## config.mk

```make
export PLATFORM = sky130hd
export DESIGN_NAME = pingpong_counter
export DESIGN_NICKNAME = d
export VERILOG_FILES = /design/src/rtl/pingpong_pkg.sv /design/src/rtl/pp_digit_stage.sv /design/src/rtl/pp_endpoint_and.sv /design/src/rtl/pp_dir_ctrl.sv /design/src/rtl/pingpong_counter.sv
export SDC_FILE = /design/constraint.sdc
export NUM_CORES = 1
export LEC_CHECK = 0
export ABC_CLOCK_PERIOD_IN_PS = 4080
export BUFFER_PORTS_ARGS = -buffer_cell sky130_fd_sc_hd__clkbuf_2
export CORE_UTILIZATION = 52
export DETAILED_ROUTE_END_ITERATION = 6
export GPL_ROUTABILITY_DRIVEN = 0
export GPL_TIMING_DRIVEN = 1
export PLACE_DENSITY = 0.73
export SLEW_MARGIN = 30
export SYNTH_ARGS = -nofsm -noshare
export SYNTH_HDL_FRONTEND = slang
export SYNTH_HIERARCHICAL = 1
export SYNTH_SLANG_ARGS = --single-unit
```

## constraint.sdc

```tcl
create_clock -name clk -period 4.08 [get_ports clk]
set_input_delay 1.02 -clock clk [delete_from_list [all_inputs] [get_ports clk]]
set_output_delay 1.02 -clock clk [all_outputs]
set_load 0.01 [all_outputs]
```

## src/rtl/pingpong_pkg.sv

```systemverilog
package pingpong_pkg;

  typedef enum logic {
    DIR_DOWN = 1'b0,
    DIR_UP   = 1'b1
  } dir_e;

  // Largest value a single digit may hold for the chosen digit kind.
  function automatic int unsigned digit_top(input bit decimal, input int unsigned width);
    return decimal ? 32'd9 : ((32'd1 << width) - 32'd1);
  endfunction

endpackage

```

## src/rtl/pp_digit_stage.sv

```systemverilog
module pp_digit_stage #(
  parameter int unsigned DIGIT_W   = 4,
  parameter int unsigned DIGIT_MAX = 9
) (
  input  logic               clk,
  input  logic               rst,
  input  logic               advance,
  input  logic               go_up,
  output logic [DIGIT_W-1:0] q,
  output logic               tc_up,
  output logic               tc_dn,
  output logic               nxt_tc_up,
  output logic               nxt_tc_dn
);

  localparam logic [DIGIT_W-1:0] TOP  = DIGIT_W'(DIGIT_MAX);
  localparam logic [DIGIT_W-1:0] ONE  = DIGIT_W'(1);
  localparam logic [DIGIT_W-1:0] ZERO = '0;

  logic [DIGIT_W-1:0] q_r;
  logic [DIGIT_W-1:0] q_d;

  assign tc_up = (q_r == TOP);
  assign tc_dn = (q_r == ZERO);

  always_comb begin
    q_d = q_r;
    if (advance) begin
      if (go_up) q_d = tc_up ? ZERO : (q_r + ONE);
      else       q_d = tc_dn ? TOP  : (q_r - ONE);
    end
  end

  assign nxt_tc_up = (q_d == TOP);
  assign nxt_tc_dn = (q_d == ZERO);

  always_ff @(posedge clk) begin
    if (rst) q_r <= ZERO;
    else     q_r <= q_d;
  end

  assign q = q_r;

endmodule

```

## src/rtl/pp_endpoint_and.sv

```systemverilog
module pp_endpoint_and #(
  parameter int unsigned NUM_DIGITS = 4
) (
  input  logic [NUM_DIGITS-1:0] up_flags,
  input  logic [NUM_DIGITS-1:0] dn_flags,
  output logic                  all_full,
  output logic                  all_zero
);

  assign all_full = &up_flags;
  assign all_zero = &dn_flags;

endmodule

```

## src/rtl/pp_dir_ctrl.sv

```systemverilog
module pp_dir_ctrl
  import pingpong_pkg::*;
(
  input  logic clk,
  input  logic rst,
  input  logic step,
  input  logic next_full,
  input  logic next_zero,
  output dir_e dir
);

  dir_e dir_r;

  always_ff @(posedge clk) begin
    if (rst)                    dir_r <= DIR_UP;
    else if (step && next_zero) dir_r <= DIR_UP;
    else if (step && next_full) dir_r <= DIR_DOWN;
  end

  assign dir = dir_r;

endmodule

```

## src/rtl/pingpong_counter.sv

```systemverilog
module pingpong_counter
  import pingpong_pkg::*;
#(
  parameter int unsigned NUM_DIGITS = 4,
  parameter int unsigned DIGIT_W    = 4,
  parameter bit          DECIMAL    = 1'b1
) (
  input  logic                          clk,
  input  logic                          rst,
  input  logic                          cnt_en,
  output logic [NUM_DIGITS*DIGIT_W-1:0] count,
  output logic                          dir_up,
  output logic                          at_max,
  output logic                          at_zero
);

  localparam int unsigned DIGIT_MAX = digit_top(DECIMAL, DIGIT_W);

  logic [NUM_DIGITS:0]   adv;
  logic [NUM_DIGITS-1:0] tc_up;
  logic [NUM_DIGITS-1:0] tc_dn;
  logic [NUM_DIGITS-1:0] nxt_up;
  logic [NUM_DIGITS-1:0] nxt_dn;
  logic                  next_full;
  logic                  next_zero;
  dir_e                  dir;

  assign adv[0] = cnt_en;

  for (genvar k = 0; k < NUM_DIGITS; k++) begin : g_stage
    pp_digit_stage #(
      .DIGIT_W  (DIGIT_W),
      .DIGIT_MAX(DIGIT_MAX)
    ) u_stage (
      .clk      (clk),
      .rst      (rst),
      .advance  (adv[k]),
      .go_up    (dir == DIR_UP),
      .q        (count[k*DIGIT_W +: DIGIT_W]),
      .tc_up    (tc_up[k]),
      .tc_dn    (tc_dn[k]),
      .nxt_tc_up(nxt_up[k]),
      .nxt_tc_dn(nxt_dn[k])
    );
    assign adv[k+1] = adv[k] & ((dir == DIR_UP) ? tc_up[k] : tc_dn[k]);
  end

  pp_endpoint_and #(.NUM_DIGITS(NUM_DIGITS)) u_now (
    .up_flags(tc_up),
    .dn_flags(tc_dn),
    .all_full(at_max),
    .all_zero(at_zero)
  );

  pp_endpoint_and #(.NUM_DIGITS(NUM_DIGITS)) u_next (
    .up_flags(nxt_up),
    .dn_flags(nxt_dn),
    .all_full(next_full),
    .all_zero(next_zero)
  );

  pp_dir_ctrl u_dir (
    .clk      (clk),
    .rst      (rst),
    .step     (cnt_en),
    .next_full(next_full),
    .next_zero(next_zero),
    .dir      (dir)
  );

  assign dir_up = (dir == DIR_UP);

endmodule

```

Word level (Yosys, flattened, before mapping)
Index checks and enable logic that the tools add are counted.
{"block": "op_classes", "add_sub_neg": 8, "eq_ne": 8, "n_mux": 19, "bitwise": 3, "reduce_logical": 15}
{"op": "4-bit two-way mux", "count": 16}
{"op": "4-bit equality test (second input constant)", "count": 8}
{"op": "4-bit zero test", "count": 8}
{"op": "4-bit by 1-bit adder with 4-bit output (second input constant)", "count": 4}
{"op": "4-bit AND reduction", "count": 4}
{"op": "4-bit by 1-bit subtractor with 4-bit output (second input constant)", "count": 4}
{"op": "1-bit bitwise AND", "count": 3}
{"op": "1-bit two-way mux", "count": 3}
{"op": "1-bit logical AND", "count": 2}
{"op": "2-bit OR reduction", "count": 1}
{"block": "totals", "reg_bits": 17, "in_bits": 3, "output_inout_bits": 19, "word_cells": 58}

Longest topological paths before layout
{"block": "depth", "depth_word": 10, "mapped_depth": 13, "ltp_nobuf": 11}

Modules after synthesis
The synthesis kept the hierarchy.
{"module": "pp_digit_stage", "instances": 4, "cells_each": 44, "area_each_um2": 371.6, "seq_area_each_um2": 80.1}
{"module": "pingpong_counter", "instances": 1, "cells_each": 7, "area_each_um2": 68.8, "seq_area_each_um2": 0.0}
{"module": "pp_endpoint_and", "instances": 2, "cells_each": 2, "area_each_um2": 17.5, "seq_area_each_um2": 0.0}
{"module": "pp_dir_ctrl", "instances": 1, "cells_each": 3, "area_each_um2": 33.8, "seq_area_each_um2": 20.0}

Worst setup path before layout
No wires, ideal clock.
{"block": "synth_path", "path_type": "reg2reg", "start": "reg g_stage[0].u_stage.q_r[0]", "end": "reg u_dir.dir_r (netlist: u_dir/dir)", "setup_time_ps": 122, "arrival_ps": 2847, "t_required_ps": 3958, "setup_slack_ps": 1111, "stages_incl_launch_ff": 13, "path_buffers": 2, "synth_period_minus_slack_ps": 2969, "path_cell_list": "dfxtp_1 -> buf_6 -> nor4_1 -> nand4b_4 -> a21oi_2 -> buf_2 -> or4b_4 -> nand3_2 -> nand2_2 -> nor4_2 -> and4_1 -> nand2_1 -> a221o_1"}
{"block": "synth_between", "word_cells_on_any_way": 28, "cone_classes": "add/sub (2); eq/ne (5); mux (8); bitwise (3); reduce/logical (10)"}
{"element": "from (decl)", "line": "pp_digit_stage.sv:20", "source": "logic [DIGIT_W-1:0] q_r;"}
{"element": "from (signal assigned)", "line": "pp_digit_stage.sv:39", "source": "else q_r <= q_d;"}
{"element": "4-bit zero test", "line": "pp_digit_stage.sv:24", "source": "assign tc_dn = (q_r == ZERO);"}
{"element": "named net tc_dn[0]", "line": "pingpong_counter.sv:21", "source": "logic [NUM_DIGITS-1:0] tc_dn;"}
{"element": "1-bit two-way mux", "line": "pingpong_counter.sv:45", "source": "assign adv[k+1] = adv[k] & ((dir == DIR_UP) ? tc_up[k] : tc_dn[k]);"}
{"element": "1-bit bitwise AND (3 in a row)", "line": "pingpong_counter.sv:45"}
{"element": "named net adv[3]", "line": "pingpong_counter.sv:19", "source": "logic [NUM_DIGITS:0] adv;"}
{"element": "4-bit two-way mux", "line": "pp_digit_stage.sv:28", "source": "if (advance) begin"}
{"element": "4-bit equality test", "line": "pp_digit_stage.sv:34", "source": "assign nxt_tc_up = (q_d == TOP);"}
{"element": "named net nxt_up[3]", "line": "pingpong_counter.sv:22", "source": "logic [NUM_DIGITS-1:0] nxt_up;"}
{"element": "4-bit AND reduction", "line": "pp_endpoint_and.sv:10", "source": "assign all_full = &up_flags;"}
{"element": "named net next_full", "line": "pingpong_counter.sv:24", "source": "logic next_full;"}
{"element": "1-bit logical AND", "line": "pp_dir_ctrl.sv:17", "source": "else if (step && next_full) dir_r <= DIR_DOWN;"}
{"element": "to (signal assigned)", "line": "pp_dir_ctrl.sv:15", "source": "if (rst) dir_r <= DIR_UP;"}
{"element": "to (signal assigned)", "line": "pp_dir_ctrl.sv:16", "source": "else if (step && next_zero) dir_r <= DIR_UP;"}
{"element": "to (signal assigned)", "line": "pp_dir_ctrl.sv:17"}
{"element": "to (decl)", "line": "pp_dir_ctrl.sv:12", "source": "dir_e dir_r;"}
The timed path passes the listed nets, and every way through them passes these cells.
A chain may end at the register's enable or synchronous reset.

Worst setup path in the final report
{"block": "layout_path", "start": "reg g_stage[1].u_stage.q_r[0]", "end": "reg u_dir.dir_r (netlist: u_dir/dir)"}
{"block": "layout_between", "word_cells_on_any_way": 24, "cone_classes": "add/sub (2); eq/ne (4); mux (7); bitwise (2); reduce/logical (9)"}
{"element": "from (decl)", "line": "pp_digit_stage.sv:20"}
{"element": "from (signal assigned)", "line": "pp_digit_stage.sv:39"}
{"element": "4-bit zero test", "line": "pp_digit_stage.sv:24"}
{"element": "named net tc_dn[1]", "line": "pingpong_counter.sv:21"}
{"element": "1-bit two-way mux", "line": "pingpong_counter.sv:45"}
{"element": "1-bit bitwise AND (2 in a row)", "line": "pingpong_counter.sv:45"}
{"element": "named net adv[3]", "line": "pingpong_counter.sv:19"}
{"element": "4-bit two-way mux", "line": "pp_digit_stage.sv:28"}
{"element": "4-bit equality test", "line": "pp_digit_stage.sv:34"}
{"element": "named net nxt_up[3]", "line": "pingpong_counter.sv:22"}
{"element": "4-bit AND reduction", "line": "pp_endpoint_and.sv:10"}
{"element": "named net next_full", "line": "pingpong_counter.sv:24"}
{"element": "1-bit logical AND", "line": "pp_dir_ctrl.sv:17"}
The timed path passes the listed nets, and every way through them passes these cells.

==> flow_summary.json <==
{
  "run_status": "completed",
  "drv_slew": 0,
  "ys_warn_count": 6,
  "fin_crit_sh_pct": 81.1,
  "yosys.area_share.simple_pct": 40.3,
  "nets": 201,
  "synth_edf_count": 0,
  "synthAdderAreaFrac_pct": 0,
  "gr-usage-met1_pct": 32.3,
  "ctsResizeCount": 0,
  "dieArea_um2": 3350,
  "final_cell_count_no_fill": 228,
  "syn2layout_area_growth_pct": 2.23,
  "cp.required_ns": 4.27,
  "drc": 0,
  "drt_first_pass_iters": 4,
  "endpoint_kind": "flip-flop",
  "tns_ns": 0,
  "met3_usage_pct": 2.23,
  "met2_usage_pct": 36.1,
  "grt_pass1_vias": 1324,
  "synth_mux_area_share_pct": 1.23,
  "drive_gt1_share_pct": 24.9,
  "syn_area_um2": 1620,
  "grt_usage_pct": 22.7,
  "clock_path_buffers": 2,
  "dp.cells": 224,
  "ys_types": 33,
  "total_leakage_power_nw": 0.639,
  "seq_area_frac_synth_pct": 21.0,
  "grt_pass1_wl_mm": 6.10,
  "pwr_density_cell_nw_per_um2": 175,
  "ys_async_sr_fraction_pct": 0,
  "rsz0062_at_grt": "false",
  "cp-start-kind": "flip-flop",
  "postRouteAntennaNets": 0,
  "dieWidth_um": 57.9,
  "syn_area_per_cell_um2": 8.55,
  "maxCapViolCount": 0,
  "die_h_um": 57.9,
  "clockRootBuffer": "clkbuf_4",
  "clkSinkCount": 17,
  "diodes": 0,
  "htree_num_levels": 1,
  "rows": 19,
  "wl_per_cell_um": 15.1,
  "drt_iter0_drc": 86,
  "ir_drop_mv": 0.159,
  "core_area_um2": 2850,
  "io_pins": 22,
  "initial_core_util_pct": 56.9,
  "synth_top_family_by_area": "simple AND/OR/NAND/NOR gates",
  "power_mw": 0.291,
  "min_path_type": "flip-flop to flip-flop",
  "cp_max_fo": 15,
  "grt_busiest_layer": "met2",
  "port_buffers": 21,
  "clkTransAtPathRegs_ns": 0.10,
  "synth_nets": 193,
  "tightestPinTransition_ns": 0.722,
  "tritoncts": "yes",
  "crit_type": "flip-flop to flip-flop",
  "syn-instance-count": 190,
  "post_cts_buffers": 0,
  "vias": 1490,
  "cp_data_arrival_time_ns": 3.50,
  "grt_max_degree": 22,
  "synthFlopType": "dfxtp_1",
  "synth_seq_cells": 17,
  "viasPerCell": 6.54,
  "fin_hold_ws_ns": 0.591,
  "wirelength_mm": 3.45,
  "cts_hold_buffers": 0,
  "antenna_found_initial": 0,
  "setup_viol": 0,
  "cts_inserted_buffers": 3,
  "insertion_delay_ns": 0.29,
  "min_period_ns": 3.31,
  "hold_violations": 0,
  "synth_compound_area_share_pct": 19.0,
  "relSlewSlack_pct": 51.8,
  "fmax_ghz": 0.302,
  "grt_overflow": 0,
  "synth_xor_xnor_area_share_pct": 6.47,
  "skew_ns": 0.00664,
  "dp.final_hpwl_mm": 2.50
}
==> where the power goes <==
| part | leakage, nW | internal [mW] | switching (mW) |
|---|---|---|---|
| Sequential | 0.137 | 0.167 | 0.00495 |
| Clock | 0.0177 | 0.0364 | 0.0546 |
| Combinational | 0.484 | 0.0120 | 0.0161 |
| Total | 0.639 | 0.216 | 0.0756 |
==> routing by layer <==
layer | vias up | wire length (um) | share of wire (%)
met5 | - | 0 | 0
met4 | 0 | 37 | 1.1
met3 | 5 | 120 | 3.5
met2 | 34 | 1670 | 48
met1 | 725 | 1620 | 47
li1 | 726 | - | -
==> cells by family after synthesis <==
family	after synthesis
AO/OA/AOI/OAI	38
XOR/XNOR	12
buffers and inverters	32
multiplexers	2
AND/OR/NAND/NOR	89
flip-flops	17
==> final timing paths <==
kind | startpoint | end | slack (ns) | cells after the start
worst max-delay path | g_stage[1].u_stage/q[0] | u_dir/dir | 0.77 | 10
worst min-delay path | g_stage[2].u_stage/q[2] | g_stage[2].u_stage/q[2] | 0.59 | 2
worst max register to register | g_stage[1].u_stage/q[0] | u_dir/dir | 0.77 | 10
worst min register to register | g_stage[2].u_stage/q[2] | g_stage[2].u_stage/q[2] | 0.59 | 2
==> placed cells by master, fill, tap and decap left out, types with 2 or more instances in the layout <==
cell type  instances
nor2_1             8
dfxtp_1           17
xnor2_1            8
o221ai_1           4
and4_1            12
a21oi_1            8
and2_1             8
xor2_1             4
nor4_2             4
nand2_2            4
inv_1             12
and3b_1            4
or4b_4             4
mux2i_1            2
o211ai_1           4
nor4_1             4
nand2b_1           4
nand2_1           10
o41ai_1            8
nand3_2            4
nand3b_1           4
o2111ai_1          4
buf_4              2
nand4_1            5
o21ai_0            4
clkbuf_4           3
and3_1             4
a221oi_2           4
nor2b_1            5
nor4b_1            4
clkbuf_2          21
==> flip-flops by register name, indices dropped and copies added, names as in the netlist <==
| register | flops |
|---|---|
| u_dir/dir | 1 |
| g_stage.u_stage/q | 16 |
==> through the flow <==
| stage | setup slack (ns) | utilization [%] | area [um2] |
|---|---|---|---|
| 3_3_place_gp | 0.642 | 57.2 | 1630 |
| 2_1_floorplan | 1.11 | - | 1620 |
| 3_5_place_dp | 0.597 | 57.2 | 1630 |
| 6_report | 0.772 | 58.2 | 1660 |
| 5_1_grt | 0.480 | 58.2 | 1660 |
| 4_1_cts | 0.780 | 58.2 | 1660 |
==> area by class of cell <==
class	count	area (um2)
sequential	17	340
inverter	12	45.0
tap	31	38.8
fill	265	1190
multi-input combinational	141	1090
clock inverter	1	5.00
timing repair buffer	23	120
clock buffer	3	22.5
==> critical path: stages, from the launching register on <==
cell	delay (ns)
dfxtp_1	0.48
nor4_1	0.63
nand4b_4	0.17
a21oi_2	0.39
or4b_4	0.51
nand3_2	0.11
nand2_2	0.06
nor4_2	0.28
and4_1	0.22
nand2_1	0.05
a221o_1	0.29
==> cell usage after synthesis (all sizes together) (5+ instances only) <==
library cell,number,share of area (%)
buf,20,9.2
dfxtp,17,21
nand2,14,3.9
and4,12,6.5
inv,12,2.8
a21oi,9,3.0
and2,8,3.1
nor2,8,1.8
nor4,8,4.6
o41ai,8,4.3
xnor2,8,4.3
nand4,5,1.9
nor2b,5,1.9
Power figures use the tool's default switching activity.
